## config.mk

```make
export PLATFORM = sky130hd
export DESIGN_NAME = flash_seg_decoder
export DESIGN_NICKNAME = d
export VERILOG_FILES = /design/src/rtl/flash_seg_pkg.sv /design/src/rtl/flash_seg_check.sv /design/src/rtl/flash_seg_match.sv /design/src/rtl/flash_seg_flags.sv /design/src/rtl/flash_seg_decoder.sv
export SDC_FILE = /design/constraint.sdc
export NUM_CORES = 1
export LEC_CHECK = 0
export ABC_AREA = 1
export BUFFER_PORTS_ARGS = -buffer_cell sky130_fd_sc_hd__buf_2
export CAP_MARGIN = 10
export CELL_PAD_IN_SITES_DETAIL_PLACEMENT = 0
export CELL_PAD_IN_SITES_GLOBAL_PLACEMENT = 1
export CORE_ASPECT_RATIO = 0.8
export CORE_MARGIN = 3
export CORE_UTILIZATION = 40
export CTS_BUF_LIST = sky130_fd_sc_hd__clkbuf_2 sky130_fd_sc_hd__clkbuf_4 sky130_fd_sc_hd__clkbuf_8
export DETAILED_ROUTE_END_ITERATION = 6
export PLACE_DENSITY = 0.77
export SYNTH_ARGS = -nofsm -noshare
export SYNTH_HDL_FRONTEND = slang
export SYNTH_SLANG_ARGS = --single-unit
export TNS_END_PERCENT = 10
```

## constraint.sdc

```tcl
create_clock -name clk -period 5.4 [get_ports clk]
set_input_delay 0.27 -clock clk [delete_from_list [all_inputs] [get_ports clk]]
set_output_delay 0.27 -clock clk [all_outputs]
set_load 0.05 [all_outputs]
```

## src/rtl/flash_seg_pkg.sv

```systemverilog
// Shared types and helpers for the flash segment window decoder.
// Assumes 8-bit unit fields inside 32-bit window registers.
package flash_seg_pkg;
    localparam int UNIT_W    = 8;
    localparam int NUM_FLAGS = 4;
    localparam int FLG_RANGE   = 0;
    localparam int FLG_ALIGN   = 1;
    localparam int FLG_OVERLAP = 2;
    localparam int FLG_STRAY   = 3;

    typedef logic [UNIT_W-1:0] unit_t;

    // Window length in units; an inverted or equal pair is an empty window.
    function automatic unit_t win_len(input unit_t s, input unit_t e);
        return (e > s) ? unit_t'(e - s) : '0;
    endfunction
endpackage

```

## src/rtl/flash_seg_check.sv

```systemverilog
// Screens a candidate window write against the flash range and the other
// windows. It is purely combinational. It assumes NUM_CS >= 2 and that
// idx is a valid window index.
module flash_seg_check
    import flash_seg_pkg::*;
#(
    parameter int          NUM_CS     = 5,
    parameter int          CS_W       = 3,
    parameter logic [7:0]  WIN_BASE_U = 8'h40,
    parameter logic [8:0]  WIN_TOP_U  = 9'h060
) (
    input  logic [CS_W-1:0]               idx,
    input  unit_t                         wr_s,
    input  unit_t                         wr_e,
    input  logic [NUM_CS-1:0][UNIT_W-1:0] cur_s,
    input  logic [NUM_CS-1:0][UNIT_W-1:0] cur_e,
    output unit_t                         cand_s,
    output logic                          refuse,
    output logic                          misalign,
    output logic                          overlap
);
    unit_t             new_len;
    logic [NUM_CS-1:0] ov_vec;

    // Pin chip select 0 to the range base, then size the candidate.
    always_comb begin
        cand_s   = (idx == '0) ? WIN_BASE_U : wr_s;
        new_len  = win_len(cand_s, wr_e);
        refuse   = (wr_e <= WIN_BASE_U) || ({1'b0, cand_s} > WIN_TOP_U);
        misalign = (new_len != '0) && ((cand_s & unit_t'(new_len - 8'd1)) != '0);
    end

    // One overlap comparator per other window.
    for (genvar j = 0; j < NUM_CS; j++) begin : g_ov
        unit_t o_len;
        assign o_len     = win_len(cur_s[j], cur_e[j]);
        assign ov_vec[j] = (CS_W'(j) != idx) && (new_len != '0) && (o_len != '0)
                           && (cand_s < cur_e[j]) && (wr_e > cur_s[j]);
    end

    assign overlap = |ov_vec;
endmodule

```

## src/rtl/flash_seg_match.sv

```systemverilog
// Resolves a host address to the lowest-numbered window that claims it and
// registers the index, offset and hit. A claim needs a nonempty window.
// Assumes ADDR_W - UNIT_SHIFT >= 8.
module flash_seg_match
    import flash_seg_pkg::*;
#(
    parameter int NUM_CS     = 5,
    parameter int CS_W       = 3,
    parameter int ADDR_W     = 32,
    parameter int UNIT_SHIFT = 23
) (
    input  logic                          clk,
    input  logic                          rst_n,
    input  logic                          acc_valid,
    input  logic [ADDR_W-1:0]             acc_addr,
    input  logic [NUM_CS-1:0][UNIT_W-1:0] cur_s,
    input  logic [NUM_CS-1:0][UNIT_W-1:0] cur_e,
    output logic                          dec_valid,
    output logic                          dec_hit,
    output logic [CS_W-1:0]               dec_cs,
    output logic [ADDR_W-1:0]             dec_offset,
    output logic                          stray
);
    localparam int AU_W = ADDR_W - UNIT_SHIFT;

    logic [AU_W-1:0]   addr_u;
    logic [NUM_CS-1:0] hit_vec;
    logic [NUM_CS-1:0] lower_hits;
    logic [CS_W-1:0]   cur_sel;
    unit_t             len_a [NUM_CS];

    assign addr_u = acc_addr[ADDR_W-1:UNIT_SHIFT];

    // Per-window range comparators.
    for (genvar g = 0; g < NUM_CS; g++) begin : g_cmp
        assign len_a[g]   = win_len(cur_s[g], cur_e[g]);
        assign hit_vec[g] = (len_a[g] != '0) && (addr_u >= AU_W'(cur_s[g]))
                            && (addr_u < AU_W'(cur_e[g]));
    end

    // Priority pick: the lowest claiming index wins.
    always_comb begin
        cur_sel = '0;
        for (int i = NUM_CS - 1; i >= 0; i--) begin
            if (hit_vec[i]) cur_sel = CS_W'(i);
        end
    end

    assign lower_hits = hit_vec & ((NUM_CS'(1) << cur_sel) - NUM_CS'(1));
    assign stray      = acc_valid && (hit_vec == '0);

    // Register the decode result.
    always_ff @(posedge clk) begin
        if (!rst_n) begin
            dec_valid  <= 1'b0;
            dec_hit    <= 1'b0;
            dec_cs     <= '0;
            dec_offset <= '0;
        end else begin
            dec_valid <= acc_valid;
            if (acc_valid && (hit_vec != '0)) begin
                dec_hit    <= 1'b1;
                dec_cs     <= cur_sel;
                dec_offset <= acc_addr - (ADDR_W'(cur_s[cur_sel]) << UNIT_SHIFT);
            end else begin
                dec_hit    <= 1'b0;
                dec_cs     <= '0;
                dec_offset <= '0;
            end
        end
    end

    // a miss leaves index and offset at zero.
    p_miss_clean_r10: assert property (@(posedge clk) disable iff (!rst_n)
        (dec_valid && !dec_hit) |-> (dec_cs == '0 && dec_offset == '0));

    // a hit is reported only for a valid request.
    p_hit_needs_valid_r8: assert property (@(posedge clk) disable iff (!rst_n)
        dec_hit |-> dec_valid);

    // the reported offset lies inside the selected window.
    p_offset_inside_r8: assert property (@(posedge clk) disable iff (!rst_n)
        (acc_valid && hit_vec != '0) |=>
            ((dec_offset >> UNIT_SHIFT) < ADDR_W'($past(len_a[cur_sel]))));

    // no lower-numbered window claimed the reported address.
    p_lowest_wins_r9: assert property (@(posedge clk) disable iff (!rst_n)
        (acc_valid && hit_vec != '0) |=> ($past(lower_hits) == '0));
endmodule

```

## src/rtl/flash_seg_flags.sv

```systemverilog
// Sticky error bits with write-one-to-clear. A set in the same cycle as a
// clear takes precedence.
module flash_seg_flags #(
    parameter int FLAG_W = 4
) (
    input  logic              clk,
    input  logic              rst_n,
    input  logic [FLAG_W-1:0] set,
    input  logic [FLAG_W-1:0] clr,
    output logic [FLAG_W-1:0] flags
);
    // Hold, clear and set the sticky bits.
    always_ff @(posedge clk) begin
        if (!rst_n) flags <= '0;
        else        flags <= (flags & ~clr) | set;
    end

    // a set bit that is not cleared stays set.
    p_sticky_r11: assert property (@(posedge clk) disable iff (!rst_n)
        1'b1 |=> ((flags & $past(flags & ~clr)) == $past(flags & ~clr)));

    // a set always lands, even against a clear.
    p_set_wins_r11: assert property (@(posedge clk) disable iff (!rst_n)
        (set != '0) |=> ((flags & $past(set)) == $past(set)));
endmodule

```

## src/rtl/flash_seg_decoder.sv

```systemverilog
// Top of the flash segment window decoder. It holds one window register per
// chip select, screens updates to them, decodes host addresses and keeps the
// sticky status bits. Register index NUM_CS is the status register.
// Assumes NUM_CS >= 2 and that the range top fits in 9 unit bits.
module flash_seg_decoder
    import flash_seg_pkg::*;
#(
    parameter int         NUM_CS      = 5,
    parameter int         ADDR_W      = 32,
    parameter int         UNIT_SHIFT  = 23,
    parameter logic [7:0] WIN_BASE_U  = 8'h40,
    parameter logic [7:0] WIN_SIZE_U  = 8'h20,
    parameter int         DEF_SIZE0_U = 8,
    parameter int         DEF_SIZE_U  = 4,
    localparam int        CS_W        = $clog2(NUM_CS),
    localparam int        IDX_W       = $clog2(NUM_CS + 1)
) (
    input  logic              clk,
    input  logic              rst_n,
    input  logic              reg_we,
    input  logic [IDX_W-1:0]  reg_idx,
    input  logic [31:0]       reg_wdata,
    output logic [31:0]       reg_rdata,
    input  logic              acc_valid,
    input  logic [ADDR_W-1:0] acc_addr,
    output logic              dec_valid,
    output logic              dec_hit,
    output logic [CS_W-1:0]   dec_cs,
    output logic [ADDR_W-1:0] dec_offset,
    output logic [3:0]        err_flags
);
    localparam logic [8:0] WIN_TOP_U = {1'b0, WIN_BASE_U} + {1'b0, WIN_SIZE_U};
    localparam int         STAT_IDX  = NUM_CS;

    logic [NUM_CS-1:0][UNIT_W-1:0] seg_s;
    logic [NUM_CS-1:0][UNIT_W-1:0] seg_e;
    logic                          wr_is_seg;
    logic [CS_W-1:0]               chk_idx;
    logic                          same_val;
    logic                          seg_wr;
    unit_t                         cand_s;
    logic                          chk_refuse, chk_misalign, chk_overlap;
    logic                          stray;
    logic [NUM_FLAGS-1:0]          flag_set, flag_clr, flags;

    // Reset default for a window: a large first window, then equal steps.
    function automatic logic [15:0] def_win(input int i);
        int s, e;
        if (i == 0) begin
            s = int'(WIN_BASE_U);
            e = s + DEF_SIZE0_U;
        end else begin
            s = int'(WIN_BASE_U) + DEF_SIZE0_U + (i - 1) * DEF_SIZE_U;
            e = s + DEF_SIZE_U;
        end
        return {unit_t'(e), unit_t'(s)};
    endfunction

    // Decode the register port access.
    always_comb begin
        wr_is_seg = (int'(reg_idx) < NUM_CS);
        chk_idx   = wr_is_seg ? CS_W'(reg_idx) : '0;
        same_val  = (reg_wdata == {seg_e[chk_idx], seg_s[chk_idx], 16'h0000});
        seg_wr    = reg_we && wr_is_seg && !same_val;
    end

    flash_seg_check #(
        .NUM_CS(NUM_CS), .CS_W(CS_W), .WIN_BASE_U(WIN_BASE_U), .WIN_TOP_U(WIN_TOP_U)
    ) u_check (
        .idx(chk_idx), .wr_s(reg_wdata[23:16]), .wr_e(reg_wdata[31:24]),
        .cur_s(seg_s), .cur_e(seg_e), .cand_s(cand_s),
        .refuse(chk_refuse), .misalign(chk_misalign), .overlap(chk_overlap)
    );

    // Hold the window registers; store screened writes.
    always_ff @(posedge clk) begin
        if (!rst_n) begin
            for (int i = 0; i < NUM_CS; i++) begin
                {seg_e[i], seg_s[i]} <= def_win(i);
            end
        end else if (seg_wr && !chk_refuse) begin
            seg_s[chk_idx] <= cand_s;
            seg_e[chk_idx] <= reg_wdata[31:24];
        end
    end

    flash_seg_match #(
        .NUM_CS(NUM_CS), .CS_W(CS_W), .ADDR_W(ADDR_W), .UNIT_SHIFT(UNIT_SHIFT)
    ) u_match (
        .clk(clk), .rst_n(rst_n), .acc_valid(acc_valid), .acc_addr(acc_addr),
        .cur_s(seg_s), .cur_e(seg_e), .dec_valid(dec_valid), .dec_hit(dec_hit),
        .dec_cs(dec_cs), .dec_offset(dec_offset), .stray(stray)
    );

    // Gather flag set and clear requests.
    always_comb begin
        flag_set              = '0;
        flag_set[FLG_RANGE]   = seg_wr && chk_refuse;
        flag_set[FLG_ALIGN]   = seg_wr && !chk_refuse && chk_misalign;
        flag_set[FLG_OVERLAP] = seg_wr && !chk_refuse && chk_overlap;
        flag_set[FLG_STRAY]   = stray;
        flag_clr = (reg_we && int'(reg_idx) == STAT_IDX) ? reg_wdata[NUM_FLAGS-1:0] : '0;
    end

    flash_seg_flags #(.FLAG_W(NUM_FLAGS)) u_flags (
        .clk(clk), .rst_n(rst_n), .set(flag_set), .clr(flag_clr), .flags(flags)
    );

    assign err_flags = flags;

    // Read mux over windows and status.
    always_comb begin
        if (wr_is_seg)                    reg_rdata = {seg_e[chk_idx], seg_s[chk_idx], 16'h0000};
        else if (int'(reg_idx) == STAT_IDX) reg_rdata = 32'(flags);
        else                              reg_rdata = '0;
    end

    // chip select 0 always starts at the range base.
    p_cs0_pinned_r3: assert property (@(posedge clk) disable iff (!rst_n)
        seg_s[0] == WIN_BASE_U);

    // every stored window touches the flash range.
    for (genvar g = 0; g < NUM_CS; g++) begin : g_win_props
        p_in_range_r4: assert property (@(posedge clk) disable iff (!rst_n)
            (seg_e[g] > WIN_BASE_U) && ({1'b0, seg_s[g]} <= WIN_TOP_U));
    end

    // a refused write leaves all windows untouched.
    p_refuse_keeps_r4: assert property (@(posedge clk) disable iff (!rst_n)
        (seg_wr && chk_refuse) |=> ($stable(seg_s) && $stable(seg_e)));

    // rewriting the held value changes no window and no flag.
    p_same_ignored_r7: assert property (@(posedge clk) disable iff (!rst_n)
        (reg_we && wr_is_seg && same_val && !acc_valid) |=>
            ($stable(seg_s) && $stable(seg_e) && $stable(flags)));
endmodule

```

==> impl_results.md <==
- Status: completed
- Clock power frac: 30.4%
- Max Cap Viol: 0
- CP max stage cell: fa_1
- Antenna viol nets, final: 0
- Post-synth EDFFs: 0
- Min cycle time layout: approximately 4.8 ns
- Synth Warn #: 0
- Ports: approximately 140
- Total Wirelength: between 40000 and 50000 um
- Fill cells: 3224
- CORE AREA: 0.0297 sq mm
- DR WL/cell: 19.5 um
- Hold Fails Final Rpt: 0
- Tightest Hold Check Type: primary input to flip-flop
- Port-buffer cells: between 100 and 150
- Fmax: ~210 MHz
- Hold WS: 0.0582 ns
- CTS Buf Count: 17
- Die area: ~0.033 sq mm
- Iteration-0 DRC Markers: roughly 1400
- Routability cong.: roughly 0.94
- Setup Skew: 0.0173 ns
- Global Route Usage Sum: approximately 30%
- # Post-CTS Setup Buffers: 0
- Worst setup path category: flip-flop to flip-flop
- Post-synthesis adder-cell area fraction: between 20 and 25%
- DRC violations left: 0
- Nets: between 2000 and 2500
- Area of the multi-input gates: ~0.0087 sq mm
- Via count: ~13000
- First-pass GRT wire length: around 74000 um
- Setup-failing EPs final: 0
- Post-Syn Instances: between 1500 and 2000
- Drt pass-1 iters: 6
- Vias per cell: ~5.3
- Worst-path fanout max: 9
- Setup_tns: 0 ns
- Synth Area in Compound Gates: between 10% and 20%
- Die span in x: 202 um
- Sw power: between 0.001 and 0.0015 W
- Post-synthesis sequential area ratio: 19.8%
- Critical path capture point type: flip-flop
- Layout cells sized above 1: between 10% and 20%
- CTS tree: yes
- Peak supply drop: 0.141 mV
- Starting density of the core: between 40 and 50%
- Largest net degree at the start of global routing: between 70 and 80
- Critical Path AT: around 5.1 ns
- Vias in the first global route: ~12000
- Required time of the critical path: between 5 and 6 ns
- Synth cell count leaders: nand2_1 (552), nor2_1 (276), inv_1 (238), ha_1 (207), nand3_1 (144)
- Rel. slew slack: 28.7%
- Clock Sink Count: about 120
- Max clock buf depth: 2
- Pwr Density: between 200 and 250 mW/mm^2
- P_int: around 0.0017 W
- Register area: between 0.002 and 0.0025 sq mm
- Post-Synth XOR/XNOR Area: 0.930%
- Asr flop ratio synth: 0%
- Reg2reg start: seg_e[8]$_SDFFE_PN0P_
- Worst stage delay on the critical path: around 0.42 ns
- Clock-pin slew on the worst setup and hold paths: roughly 0.080 ns
- Yosys top cell by area: ha_1
- Root Driver: clkbuf_8
- Final Max Tran Viols: 0
- Htree depth: 4
- Top_reg_cell synth: dfxtp_1
- Logic pwr share: a little under two fifths
- Switch share: 42.9%
- Top-count cell post-synth: nand2_1
- DP Cell Count: 2469
- Slew @ Worst Pin: roughly 1.1 ns
- Initial antenna violation count: 1
- Most frequent CP cell: nand2_1
- Simple-Gate Fraction of Synth Area: approximately 37%
- Ant diodes: 0
- Area contributors post-synth: ha_1 (21%), dfxtp_1 (20%), nand2_1 (17%), nor2_1 (8.5%), inv_1 (7.3%)
- Sequential Power Share: a little under a third
- R2R cell count: 32
- Area growth syn-to-layout: 14.6%
- CP startpoint kind: flip-flop
- Gr ovfl total: 0
- Period utilization: approximately nine tenths
- Main combinational cell family by area after synthesis: simple AND/OR/NAND/NOR gates
- RSZ-0062 raised after global routing: no
- Syn avg cell area: 6.29 sq um
- Post-synthesis register bit count: between 100 and 150
- Hold path start: reg_wdata[21]
- Die Ht: 162 um
- Hold endpoint: seg_s[37]$_SDFFE_PN0P_
- Top cell type's share of synthesized area: between 20% and 30%
- # rows: 56
- Multiplexer share of the synthesized area: 0%
- Dpl hpwl: around 37000 um
- Hold path cells: 3
- Lkg Pwr: slightly below 8 nW
- FF-to-FF End: u_match.dec_offset[30]$_SDFF_PN0_
- Unique cell type count in the Yosys netlist: 43
- Worst-Skew Late Latency: 0.48 ns
- Synth Cell Area: between 0.01 and 0.015 sq mm
- Reg-to-reg setup timing slack: about 0.60 ns
- Non-filler cells, final: 2524
-- stage by stage --
stage / util [%] / cell area [sq um] / total power [W] / setup slack [ns]
finish: 47.2 / 14000 / 0.00298 / 0.605
global placement: 45.1 / 13400 / 0.00205 / 0.690
global route: 47.2 / 14000 / 0.00315 / 0.0544
CTS: 47.2 / 14000 / 0.00297 / 0.582
detailed placement: 45.1 / 13400 / 0.00206 / 0.622
floorplan: - / 12300 / 0.00173 / 1.46
-- power by group through the flow --
stage	sequential, W	combinational (W)	clock (W)
floorplan	0.00104	0.000692	0
global placement	0.000968	0.00108	0
detailed placement	0.000968	0.00109	0
CTS	0.000947	0.00111	0.000915
global route	0.000951	0.00125	0.000951
finish	0.000948	0.00113	0.000906
-- layer usage --
| layer | GRT usage (%) | up-vias | wire length, um | part of all wire (%) |
|---|---|---|---|---|
| met2 | 45.1 | 600 | 20800 | 42 |
| li1 | - | 6684 | - | - |
| met1 | 43.2 | 6126 | 22900 | 47 |
| met4 | 7.86 | 2 | 1160 | 2.3 |
| met5 | 0 | - | 10 | 0.020 |
| met3 | 4.90 | 63 | 4440 | 9.0 |
-- how the worst max path moves through the flow --
stage                           start  slack [ns]  cells after the start                                end
2_1_floorplan  seg_e[16]$_SDFFE_PN0P_        1.46                     29  u_match.dec_offset[31]$_SDFF_PN0_
3_3_place_gp    seg_s[0]$_SDFFE_PN0P_        0.69                     29  u_match.dec_offset[30]$_SDFF_PN0_
3_5_place_dp    seg_s[0]$_SDFFE_PN0P_        0.62                     29  u_match.dec_offset[30]$_SDFF_PN0_
4_1_cts         seg_s[0]$_SDFFE_PN0P_        0.58                     28  u_match.dec_offset[30]$_SDFF_PN0_
5_1_grt         seg_e[0]$_SDFFE_PN0P_        0.05                     31  u_match.dec_offset[30]$_SDFF_PN0_
6_report        seg_e[8]$_SDFFE_PN0P_        0.60                     32  u_match.dec_offset[30]$_SDFF_PN0_
-- state kept, by name (all words and copies together), names as in the netlist --
register / cells
seg_e: 40
seg_s: 40
u_match.dec_offset: 32
u_flags.flags: 4
u_match.dec_cs: 3
u_match.dec_hit: 1
u_match.dec_valid: 1
-- layout by cell type (no fill, tap or decap), types with 17 or more instances in the layout --
master	n
dlygate4sd3_1	23
a21oi_1	125
nand2_1	552
buf_4	28
dfxtp_1	120
nand4_1	54
clkbuf_8	17
nor2_1	275
buf_2	131
ha_1	207
o21ai_0	48
nor3_1	19
nand3_1	144
inv_1	237
-- critical path: cells and delay by family (launching register included) --
family	cells	cell delay, ns
and+or+nand+nor	23	2.60
adders and majority gates	3	0.98
AOI/OAI and AO/OA	3	0.48
DFF	1	0.36
buffers and inverters	3	0.22
-- timing repair --
| action | CTS | global route |
|---|---|---|
| gates resized for setup | 0 | 3 |
| hold buffers | 23 | 0 |
| endpoints found under the hold margin | 23 | 0 |
| setup endpoints to repair | 0 | 1 |
-- logic make-up (layout without fill, tap and decap cells) --
family	count (synthesis)	after routing
adders and majority gates	214	214
other	1	12
AOI/OAI and AO/OA	218	218
DFF	121	121
xor gates and xnor gates	13	13
buffers and inverters	293	455
and+or+nand+nor	1085	1085
-- cell type report --
| class | count | share of cell area [%] |
|---|---|---|
| clock buffer | 17 | 1.67 |
| clock inverter | 15 | 1.28 |
| inverter | 241 | 6.45 |
| multi-input combinational | 1542 | 61.9 |
| sequential | 121 | 17.3 |
| tap | 406 | 3.62 |
| timing repair buffer | 182 | 7.81 |
Power figures use the tool's default switching activity.
